### config.mk
export PLATFORM = sky130hd
export DESIGN_NAME = ofs_regfile
export DESIGN_NICKNAME = d
export VERILOG_FILES = /design/src/rtl/ofs_pkg.sv /design/src/rtl/ofs_access_ctl.sv /design/src/rtl/ofs_store.sv /design/src/rtl/ofs_regfile.sv
export SDC_FILE = /design/constraint.sdc
export NUM_CORES = 1
export LEC_CHECK = 0
export BUFFER_PORTS_ARGS = -buffer_cell sky130_fd_sc_hd__buf_2
export CAP_MARGIN = 40
export CORE_MARGIN = 8
export CORE_UTILIZATION = 49
export DETAILED_ROUTE_END_ITERATION = 7
export GPL_TIMING_DRIVEN = 0
export PLACE_DENSITY_LB_ADDON = 0.25
export RECOVER_POWER = 25
export SLEW_MARGIN = 0
export SYNTH_ARGS = -nofsm -noshare
export SYNTH_HDL_FRONTEND = slang
export SYNTH_SLANG_ARGS = --single-unit
export TNS_END_PERCENT = 5
### constraint.sdc
create_clock -name clk -period 1.6 [get_ports clk]
set_input_delay 0.24 -clock clk [delete_from_list [all_inputs] [get_ports clk]]
set_output_delay 0.24 -clock clk [all_outputs]
set_load 0.03 [all_outputs]
### src/rtl/ofs_pkg.sv
package ofs_pkg;
    typedef enum logic [1:0] {
        SEL_E_LO = 2'd0,
        SEL_E_HI = 2'd1,
        SEL_F_LO = 2'd2,
        SEL_F_HI = 2'd3
    } ofs_sel_e;

    localparam int          LO_W   = 8;
    localparam logic [7:0]  DEF_LO = 8'h07;
endpackage

### src/rtl/ofs_access_ctl.sv
module ofs_access_ctl
    import ofs_pkg::*;
(
    input  logic     clk,
    input  logic     rst_n,
    input  logic     ld_n,
    input  logic     wen1_n,
    input  logic     ren1_n,
    input  logic     ren2_n,
    output ofs_sel_e sel,
    output logic     wr_go,
    output logic     rd_go,
    output logic     err
);
    typedef struct packed {
        ofs_sel_e sel;
        logic     err;
    } ctl_t;

    ctl_t ctl_d, ctl_q;
    logic wr_req, rd_req, clash;
    logic [1:0] sel_inc;

    always_comb begin
        wr_req  = !ld_n && !wen1_n;
        rd_req  = !ld_n && !ren1_n && !ren2_n;
        clash   = wr_req && rd_req;
        wr_go   = wr_req && !clash;
        rd_go   = rd_req && !clash;
        sel_inc = ctl_q.sel + 2'd1;

        ctl_d     = ctl_q;
        ctl_d.err = clash;
        if (wr_go || rd_go) begin
            ctl_d.sel = ofs_sel_e'(sel_inc);
        end
    end

    always_ff @(posedge clk or negedge rst_n) begin
        if (!rst_n) begin
            ctl_q <= '{sel: SEL_E_LO, err: 1'b0};
        end else begin
            ctl_q <= ctl_d;
        end
    end

    assign sel = ctl_q.sel;
    assign err = ctl_q.err;


    step_chk: assert property (@(posedge clk) disable iff (!rst_n)
        (wr_go || rd_go) |=> (2'(ctl_q.sel) == 2'($past(ctl_q.sel) + 2'd1)));


    hold_sel_chk: assert property (@(posedge clk) disable iff (!rst_n)
        ld_n |=> $stable(ctl_q.sel));


    clash_hold_chk: assert property (@(posedge clk) disable iff (!rst_n)
        (!ld_n && !wen1_n && !ren1_n && !ren2_n) |=> (err && $stable(ctl_q.sel)));
endmodule

### src/rtl/ofs_store.sv
module ofs_store
    import ofs_pkg::*;
#(
    parameter int DATA_W = 9,
    parameter int OFS_W  = 10
) (
    input  logic              clk,
    input  logic              rst_n,
    input  ofs_sel_e          sel,
    input  logic              wr_go,
    input  logic [DATA_W-1:0] wr_data,
    output logic [DATA_W-1:0] rd_word,
    output logic [OFS_W-1:0]  empty_ofs,
    output logic [OFS_W-1:0]  full_ofs
);
    localparam int HI_W    = OFS_W - LO_W;
    localparam int HI_KEEP = (HI_W > 0) ? HI_W : 1;

    typedef struct packed {
        logic [LO_W-1:0]    e_lo;
        logic [HI_KEEP-1:0] e_hi;
        logic [LO_W-1:0]    f_lo;
        logic [HI_KEEP-1:0] f_hi;
    } bank_t;

    bank_t bank_d, bank_q;
    logic [HI_KEEP-1:0] hi_in;
    logic unused_bits;

    assign unused_bits = ^wr_data;

    generate
        if (HI_W > 0) begin : g_hi
            assign hi_in     = wr_data[HI_KEEP-1:0];
            assign empty_ofs = {bank_q.e_hi, bank_q.e_lo};
            assign full_ofs  = {bank_q.f_hi, bank_q.f_lo};
        end else begin : g_nohi
            assign hi_in     = '0;
            assign empty_ofs = bank_q.e_lo;
            assign full_ofs  = bank_q.f_lo;
        end
    endgenerate

    always_comb begin
        bank_d = bank_q;
        if (wr_go) begin
            unique case (sel)
                SEL_E_LO: bank_d.e_lo = wr_data[LO_W-1:0];
                SEL_E_HI: bank_d.e_hi = hi_in;
                SEL_F_LO: bank_d.f_lo = wr_data[LO_W-1:0];
                SEL_F_HI: bank_d.f_hi = hi_in;
            endcase
        end
        unique case (sel)
            SEL_E_LO: rd_word = DATA_W'(bank_q.e_lo);
            SEL_E_HI: rd_word = DATA_W'(bank_q.e_hi);
            SEL_F_LO: rd_word = DATA_W'(bank_q.f_lo);
            SEL_F_HI: rd_word = DATA_W'(bank_q.f_hi);
        endcase
    end

    always_ff @(posedge clk or negedge rst_n) begin
        if (!rst_n) begin
            bank_q <= '{e_lo: DEF_LO, e_hi: '0, f_lo: DEF_LO, f_hi: '0};
        end else begin
            bank_q <= bank_d;
        end
    end


    no_write_chk: assert property (@(posedge clk) disable iff (!rst_n)
        !wr_go |=> ($stable(empty_ofs) && $stable(full_ofs)));


    one_half_chk: assert property (@(posedge clk) disable iff (!rst_n)
        wr_go |=> ($stable(empty_ofs) || $stable(full_ofs)));
endmodule

### src/rtl/ofs_regfile.sv
module ofs_regfile
    import ofs_pkg::*;
#(
    parameter int DEPTH  = 1024,
    parameter int DATA_W = 9
) (
    input  logic                     clk,
    input  logic                     rst_n,
    input  logic                     ld_n,
    input  logic                     wen1_n,
    input  logic                     ren1_n,
    input  logic                     ren2_n,
    input  logic [DATA_W-1:0]        wr_data,
    output logic [DATA_W-1:0]        rd_data,
    output logic                     err,
    output logic [$clog2(DEPTH)-1:0] empty_ofs,
    output logic [$clog2(DEPTH)-1:0] full_ofs
);
    localparam int OFS_W = $clog2(DEPTH);

    ofs_sel_e          sel;
    logic              wr_go, rd_go;
    logic [DATA_W-1:0] rd_word;
    logic [DATA_W-1:0] rd_d, rd_q;

    ofs_access_ctl u_ctl (
        .clk    (clk),
        .rst_n  (rst_n),
        .ld_n   (ld_n),
        .wen1_n (wen1_n),
        .ren1_n (ren1_n),
        .ren2_n (ren2_n),
        .sel    (sel),
        .wr_go  (wr_go),
        .rd_go  (rd_go),
        .err    (err)
    );

    ofs_store #(.DATA_W(DATA_W), .OFS_W(OFS_W)) u_store (
        .clk       (clk),
        .rst_n     (rst_n),
        .sel       (sel),
        .wr_go     (wr_go),
        .wr_data   (wr_data),
        .rd_word   (rd_word),
        .empty_ofs (empty_ofs),
        .full_ofs  (full_ofs)
    );

    always_comb begin
        rd_d = rd_q;
        if (rd_go) begin
            rd_d = rd_word;
        end
    end

    always_ff @(posedge clk or negedge rst_n) begin
        if (!rst_n) begin
            rd_q <= '0;
        end else begin
            rd_q <= rd_d;
        end
    end

    assign rd_data = rd_q;


    rd_hold_chk: assert property (@(posedge clk) disable iff (!rst_n)
        !rd_go |=> $stable(rd_data));


    excl_chk: assert property (@(posedge clk) disable iff (!rst_n)
        $onehot0({wr_go, rd_go}));


    rd_nowrite_chk: assert property (@(posedge clk) disable iff (!rst_n)
        rd_go |=> ($stable(empty_ofs) && $stable(full_ofs)));
endmodule

==> qor.yml, run 1 <==
cp-end-kind: "flop"
grt.busiest_layer: "met2"
dp_hpwl_um: 2361
synth-simple-area-share_pct: 8.656
drc_errors: 0
ant_nets: 0
die-width_um: 69.22
synth-main-ff-cell: "dfrtp_1"
synth_edf_count: 0
die_h_um: 69.22
cts_max_level: 2
hp-class: "in2reg"
use_met3_pct: 5.722
r2r_end: "u_store.full_ofs[4]$_DFFE_PN0P_"
grtUsageMet2_pct: 22.85
worstReg2RegStart: "u_ctl.sel[0]$_DFFE_PN0P_"
postSynthAreaPerCell_um2: 12.50
drive_gt1_share_pct: 53.37
pre_cts_slack_ns: -0.1359
num_rows: 19
antenna_found_initial: 0
syn_area_um2: 1388
yosys-top-cells-count: "25 x dfrtp_1, 21 x mux2_2, 8 x ha_1, 8 x nand2_1"
synth_compound_area_share_pct: 5.771
power.density_nw_per_um2: 2299
cts-root-buf: "clkbuf_4"
vdd_drop_max_uv: 1532
slew_viol_final: 0
hold_viol: 0
areaGrowthSynthToFinish_pct: 25.43
synthesis.nets: 134
yosysTopAreaCell: "dfrtp_1"
reg2reg_depth: 5
min_path_cells: 2
grt_pass1_vias: 1111
clock_skew_ns: 0.01956
synthXorXnorAreaFrac_pct: 0.6312
tightest_slew_ns: 0.7514
status: "finished, final reports clean"
use_met1_pct: 15.58
utilization_pct: 63.66
finalSetupViolations: 0
overflow: 0
antenna_cells: 0
cp-start-kind: "flop"
grt_max_degree: 32
start_util_pct: 50.76
hp-start: "wr_data[5]"
cp.arrival_ns: 1.72
regArea_um2: 783.3
ys_warn_count: 0
firstDrtPassIters: 4
maxSlewHeadroom_pct: 49.90
min_period_ns: 1.502
fillers: 235
multi_input_area_um2: 549.3
synth_area_leaders: "dfrtp_1 45%, mux2_2 17%, dfstp_2 11%, ha_1 7.2%, a31oi_1 2.7%"
vias_per_cell: 5.340
io_pins: 45
clock_path_buffers: 2
grt_usage_pct: 14.20
whs_endpoint: "u_store.empty_ofs[5]$_DFFE_PN0P_"
cts_buffers: 5
fin_ws_ns: 0.09813
synth_cell_types: 23
r2r_setup_slack_ns: 0.1
ys_seq_area_share_pct: 56.45
synthMuxAreaShare_pct: 17.04
min_period_over_period_pct: 93.87
first_iter_violations: 51
yosys_register_bits: 31
grt_pass1_wl_um: 5478
synth-async-reset-ratio_pct: 100.0
yosysTopAreaCellShare_pct: 45.09
gp_congestion: 0.7048
synth_fa_ha_area_share_pct: 7.214
timing.fmax_ghz: 0.6658
path_clk_slew_ns: 0.10
routed_wl_um: 3187
wl_per_cell_um: 16.43
die_area_um2: 4791
synth_top_family_by_area: "multiplexers"
synthCells: 111
cts_sinks: 31
worstSetupPathType: "reg2reg"
vias: 1036
leakage_nw: 0.8670
synth.most_common_cell: "dfrtp_1"
nets: 185
max_cap_viol_count: 0
cp.required_ns: 1.82
cts_tree: "done"
portBuffers: 42
path_max_fanout: 9
core-area_um2: 2734
insertion_delay_ns: 0.33
rsz0062_at_grt: "no"
area by class of cell:
| type | count | area share, % |
|---|---|---|
| Inverter | 7 | 1.510 |
| Tap cell | 31 | 2.229 |
| Buffer | 4 | 1.653 |
| Timing Repair Buffer | 44 | 13.08 |
| Clock inverter | 2 | 2.013 |
| Clock buffer | 6 | 2.948 |
| Sequential cell | 31 | 45.00 |
| Multi-Input combinational cell | 69 | 31.56 |
cell usage in the layout (no fill, tap or decap):
cell / Yosys / routed
inv_2: 1 / 2
inv_1: 6 / 5
a31oi_1: 6 / 6
nor2_1: 6 / 6
a222oi_1: 2 / 2
dfstp_2: 6 / 6
clkbuf_8: 0 / 1
nand2_2: 2 / 2
and2_1: 2 / 2
or3_1: 1 / 1
clkinv_2: 0 / 1
dlygate4sd3_1: 0 / 1
o22ai_1: 2 / 2
buf_4: 1 / 2
nand3_1: 6 / 6
clkbuf_2: 1 / 2
conb_1: 1 / 1
ha_1: 8 / 8
buf_2: 1 / 42
bufinv_16: 0 / 1
xnor2_1: 1 / 1
o21ai_0: 2 / 2
buf_6: 1 / 1
clkbuf_4: 0 / 5
or2_2: 1 / 1
mux2_2: 21 / 21
dfrtp_1: 25 / 25
nand2_1: 8 / 8
power by group:
part	switching [mW]	total [mW]	internal (mW)
combinational	1.23	1.92	0.686
clock	0.262	0.631	0.369
sequential	0.257	1.46	1.20
registers in the layout, indices dropped and copies added (netlist names):
signal and count:
rd_data 8, u_ctl.err 1, u_ctl.sel 2, u_store.empty_ofs 10
u_store.full_ofs 10
metrics by stage:
step	power [mW]	setup TNS [ns]	cells	hold WS [ns]	cell area, µm²
final	4.002	0	194	0.1519	1740
after global routing	4.261	0	194	0.1375	1740
after CTS	4.029	0	193	0.1405	1733
after detailed placement	3.386	-2.288	184	0.3179	1637
after global placement	3.316	-1.733	184	0.3062	1637
after floorplan	2.791	0	111	-0.05559	1388
timing repair:
action,CTS,global route
hold endpoints to repair,25,0
gates resized for setup,0,1
setup buffers,0,1
hold buffers,1,0
endpoints found under the setup margin,0,9
cell families (layout without fill, tap and decap cells):
group	after synthesis	in the layout
flops	31	31
simple gates	26	26
mux	21	21
compound gates	12	12
buf+inv	11	63
fa+ha+maj	8	8
other cells	1	1
xor+xnor	1	1
worst max path at each step:
stage	start	end	slack (ns)	cells after the start
2_1_floorplan	ld_n	u_store.empty_ofs[3]$_DFFE_PN0P_	0.13	4
3_3_place_gp	ld_n	u_store.full_ofs[7]$_DFFE_PN0P_	-0.12	5
3_5_place_dp	ld_n	u_store.full_ofs[3]$_DFFE_PN0P_	-0.14	5
4_1_cts	u_ctl.sel[0]$_DFFE_PN0P_	rd_data[1]$_DFFE_PN0P_	0.01	6
5_1_grt	u_ctl.sel[0]$_DFFE_PN0P_	rd_data[1]$_DFFE_PN0P_	0.02	6
6_report	u_ctl.sel[0]$_DFFE_PN0P_	u_store.full_ofs[4]$_DFFE_PN0P_	0.1	5
critical path: stages (launching register included):
cell and delay [ns]:
dfrtp_1 0.40, inv_2 0.07, ha_1 0.20, buf_6 0.14
nand2_2 0.22, mux2_2 0.37
layer usage:
layer	vias to the layer above	share of wire, %
met5	-	0
met1	495	41
met2	42	49
li1	492	-
met4	0	1.8
met3	7	7.7
(Power assumes the default switching activity.)
==> run 2, diff against run 1 <==
--- a/config.mk
+++ b/config.mk
@@ -11,6 +11,7 @@
 export CORE_UTILIZATION = 49
 export DETAILED_ROUTE_END_ITERATION = 7
 export GPL_TIMING_DRIVEN = 0
+export MAX_ROUTING_LAYER = met4
 export PLACE_DENSITY_LB_ADDON = 0.25
 export RECOVER_POWER = 25
 export SLEW_MARGIN = 0
==> run 2 against run 1 <==
Effect of this change: critical endpoint is now u_store.full_ofs[7]$_DFFE_PN0P_; largest cell class unchanged; sequential share of layout area is the same; sequential power about the same; non-clock buffer count unchanged.
==> qor.yml, run 2 (synthesized netlist as in run 1, its figures left out) <==
die_area_um2: 4791
grt_max_degree: 32
max_cap_viol_count: 0
vdd_drop_max_uv: 1533
setup_tns_ns: 0
path_max_fanout: 9
insertion_delay_ns: 0.33
vias: 1032
firstDrtPassIters: 4
cts_buffers: 5
cts-root-buf: "clkbuf_4"
antenna_found_initial: 0
wl_per_cell_um: 16.40
power.total_mw: 4.003
layout_commonest_cell: "buf_2"
first_iter_violations: 51
reg2reg_depth: 5
stdcell_count: 194
antenna_cells: 0
status: "finished, final reports clean"
placedCellCount: 184
portBuffers: 42
start_util_pct: 50.76
gp_congestion: 0.7127
regArea_um2: 783.3
rsz0062_at_grt: "no"
routed_wl_um: 3182
design_area_um2: 1740
final_cell_mix: "42 x buf_2, 25 x dfrtp_1, 21 x mux2_2"
areaGrowthSynthToFinish_pct: 25.43
finalSetupViolations: 0
overflow: 0
drive_gt1_share_pct: 53.37
die_h_um: 69.22
utilization_pct: 63.66
die-width_um: 69.22
dp_hpwl_um: 2361
power.density_nw_per_um2: 2300
min_period_over_period_pct: 93.71
min_period_ns: 1.499
io_pins: 45
grt_pass1_wl_um: 5492
cts_max_level: 2
clock_path_buffers: 2
path_clk_slew_ns: 0.10
cp-end-kind: "flop"
worstSetupPathType: "reg2reg"
placed_area_um2: 1637
nets: 185
leakage_nw: 0.8670
hold_viol: 0
cts_tree: "done"
pre_cts_slack_ns: -0.1359
grt_usage_pct: 14.68
cts_sinks: 31
clock_skew_ns: 0.01956
ant_nets: 0
cp.arrival_ns: 1.72
multi_input_area_um2: 549.3
num_rows: 19
drc_errors: 0
cp.required_ns: 1.82
slew_viol_final: 0
holdWs_ns: 0.1496
vias_per_cell: 5.320
tightest_slew_ns: 0.7542
hp-class: "in2reg"
fillers: 235
core-area_um2: 2734
cp-start-kind: "flop"
maxSlewHeadroom_pct: 49.72
timing.fmax_ghz: 0.6670
grt_pass1_vias: 1109
fin_ws_ns: 0.1006
min_path_cells: 2
## run 2: cell counts in the layout (fill, tap and decap cells not counted)
Identical to the previous run, type by type.
## run 2: area by class of cell
type	count	share of cell area, %
Tap cell	31	2.229
Sequential cell	31	45.00
Multi-Input combinational cell	69	31.56
Clock inverter	2	2.013
Timing Repair Buffer	44	13.08
Clock buffer	6	2.948
Inverter	7	1.510
Buffer	4	1.653
## run 2: power by group
part | switching (mW) | total [mW] | internal [mW]
registers | 0.257 | 1.46 | 1.20
logic | 1.23 | 1.91 | 0.686
clock network | 0.264 | 0.633 | 0.369
total | 1.75 | 4.00 | 2.25
## run 2: worst max-delay path, cell delays in order (launching register included)
cell     delay (ns)
dfrtp_1        0.40
inv_2          0.07
ha_1           0.20
buf_6          0.14
nand2_2        0.22
mux2_2         0.37
## run 2: path summary, 6_finish.rpt
path                                                     to                     start  slack (ns)
setup / recovery            u_store.full_ofs[7]$_DFFE_PN0P_  u_ctl.sel[0]$_DFFE_PN0P_        0.10
hold / removal             u_store.empty_ofs[5]$_DFFE_PN0P_                wr_data[5]        0.15
setup reg to reg            u_store.full_ofs[7]$_DFFE_PN0P_  u_ctl.sel[0]$_DFFE_PN0P_        0.10
hold reg to reg                    u_ctl.sel[0]$_DFFE_PN0P_  u_ctl.sel[0]$_DFFE_PN0P_        0.52
max in group asynchronous          u_ctl.sel[1]$_DFFE_PN0P_                     rst_n        0.61
min in group asynchronous   u_store.full_ofs[5]$_DFFE_PN0P_                     rst_n        0.50
## run 2: repair_timing
action,CTS,global route
hold buffers,1,0
hold endpoints to repair,25,0
endpoints found under the setup margin,0,9
buffers inserted,0,1
resized for setup,0,1
## run 2: layer usage
metal,wire [µm],part of all wire (%),GRT usage (%),up-vias
met1,1313,41,15.76,493
met4,46,1.4,5.695,0
met3,258,8.1,7.153,6
li1,-,-,-,490
met2,1563,49,22.85,43
met5,0,0,-,-
==> run 3, diff against run 2 <==
--- a/config.mk
+++ b/config.mk
@@ -10,7 +10,6 @@
 export CORE_MARGIN = 8
 export CORE_UTILIZATION = 49
 export DETAILED_ROUTE_END_ITERATION = 7
-export GPL_TIMING_DRIVEN = 0
 export MAX_ROUTING_LAYER = met4
 export PLACE_DENSITY_LB_ADDON = 0.25
 export RECOVER_POWER = 25
==> run 3 against run 2 <==
Effect of this change: total power shrank 2.5%; sequential cell count is the same; maximum frequency grew 1.5%; first-iteration DRC count shrank 5.9%; combinational power is essentially flat; critical path depth is the same; clock skew shrank 0.012 ns; non-clock buffer count grew 1; global-route usage shrank 0.31 points; sequential power is essentially flat; via count shrank 1.7%; die area is the same; critical endpoint is now rd_data[1]$_DFFE_PN0P_.
==> qor.yml, run 3 (synthesized netlist as in run 1, its figures left out) <==
gp_congestion: 0.7339
grt_pass1_vias: 1086
finalSetupViolations: 0
placed_area_um2: 1653
insertion_delay_ns: 0.33
cts_buffers: 5
cts_tree: "done"
switchingPower_mw: 1.748
hp-start: "wr_data[5]"
min_period_over_period_pct: 92.31
ctsResizeCount: 0
fillers: 211
clock_path_buffers: 2
min_period_ns: 1.477
cts_sinks: 31
slew_viol_final: 0
cts-root-buf: "clkbuf_4"
cp.required_ns: 1.81
clock_skew_ns: 0.007405
areaGrowthSynthToFinish_pct: 24.80
cp-end-kind: "flop"
pwr-share-clk_pct: 13.3
setup_tns_ns: 0
die_area_um2: 4791
layout_commonest_cell: "buf_2"
drc_errors: 0
worstSetupPathType: "reg2reg"
intPower_mw: 2.157
hold_buffers: 1
power.density_nw_per_um2: 2255
pwr-share-comb_pct: 49.7
design_area_um2: 1732
maxSlewHeadroom_pct: 49.50
num_rows: 19
rsz0062_at_grt: "no"
antenna_cells: 0
vias: 1014
holdWs_ns: 0.1453
grt_pass1_wl_um: 5492
status: "finished, final reports clean"
nets: 186
drive_gt1_share_pct: 52.44
hold_viol: 0
grt_max_degree: 32
final_cell_mix: "41 x buf_2, 25 x dfrtp_1, 21 x mux2_2"
cp.arrival_ns: 1.69
routed_wl_um: 3152
stdcell_count: 195
grt_usage_pct: 14.37
cts_setup_buffers: 0
leakage_nw: 0.8629
overflow: 0
cts_max_level: 2
timing.fmax_ghz: 0.6770
path_max_fanout: 6
max_cap_viol_count: 0
io_pins: 45
core-area_um2: 2734
cp-start-kind: "flop"
hp-class: "in2reg"
firstDrtPassIters: 4
die_h_um: 69.22
vdd_drop_max_uv: 1611
portBuffers: 42
worstReg2RegStart: "u_ctl.sel[0]$_DFFE_PN0P_"
first_iter_violations: 48
seq_power_share_pct: 37.0
dp_hpwl_um: 2296
path_clk_slew_ns: 0.10
antenna_found_initial: 0
wl_per_cell_um: 16.16
placedCellCount: 186
cp-startpoint: "u_ctl.sel[0]$_DFFE_PN0P_"
netSwitchingFraction_pct: 44.77
power.total_mw: 3.904
start_util_pct: 50.76
vias_per_cell: 5.200
tightest_slew_ns: 0.7575
die-width_um: 69.22
ant_nets: 0
## run 3: changes by cell type in the layout (fill, tap and decap cells not counted), sizes merged
cell / previous run / this run
clkbuf: 8 / 9
bufinv: 1 / 0
clkinv: 1 / 0
buf: 45 / 47
## run 3: final cells by class
| class | instances | area, µm² | share of cell area (%) |
|---|---|---|---|
| flip-flops and latches | 31 | 783.3 | 45.23 |
| clock buffers | 8 | 68.82 | 3.974 |
| inverters | 7 | 26.28 | 1.517 |
| multi-input cells | 69 | 549.3 | 31.72 |
| repair buffers | 49 | 265.3 | 15.32 |
| well taps | 31 | 38.79 | 2.240 |
## run 3: power by group through the flow
stage | Clock [mW] | Combinational, mW | Sequential (mW)
6_report | 0.519 | 1.94 | 1.45
5_1_grt | 0.567 | 2.11 | 1.50
4_1_cts | 0.540 | 1.96 | 1.44
3_5_place_dp | 0 | 1.95 | 1.46
3_3_place_gp | 0 | 1.91 | 1.43
2_1_floorplan | 0 | 0.673 | 2.12
## run 3: worst max-delay path: stages, from the launching register on
cell and delay [ns]:
dfrtp_1 0.36, inv_1 0.08, ha_1 0.30, a222oi_1 0.38
and2_1 0.17, o22ai_1 0.07
## run 3: path summary, 6_finish.rpt
check / slack [ns] / cells past startpoint / endpoint
worst max-delay path: 0.12 / 5 / rd_data[1]$_DFFE_PN0P_
min in group asynchronous: 0.50 / 2 / u_store.empty_ofs[5]$_DFFE_PN0P_
worst min-delay path: 0.15 / 2 / u_store.empty_ofs[5]$_DFFE_PN0P_
max in group asynchronous: 0.62 / 2 / u_store.full_ofs[8]$_DFFE_PN0P_
worst min register to register: 0.54 / 2 / rd_data[6]$_DFFE_PN0P_
worst max register to register: 0.12 / 5 / rd_data[1]$_DFFE_PN0P_
## run 3: layer usage
layer,part of all wire (%),vias to the layer above,GRT usage (%)
met3,6.7,7,5.866
met4,1.8,0,6.834
met2,46,32,21.41
met1,45,484,16.44
met5,0,-,-
li1,-,491,-
## run 3: through the flow
stage	util (%)	worst slack, ns
floorplan	-	0.1300
global placement	60.46	-0.1092
detailed placement	60.46	-0.1169
CTS	63.34	0.1270
global route	63.34	0.03973
finish	63.34	0.1230
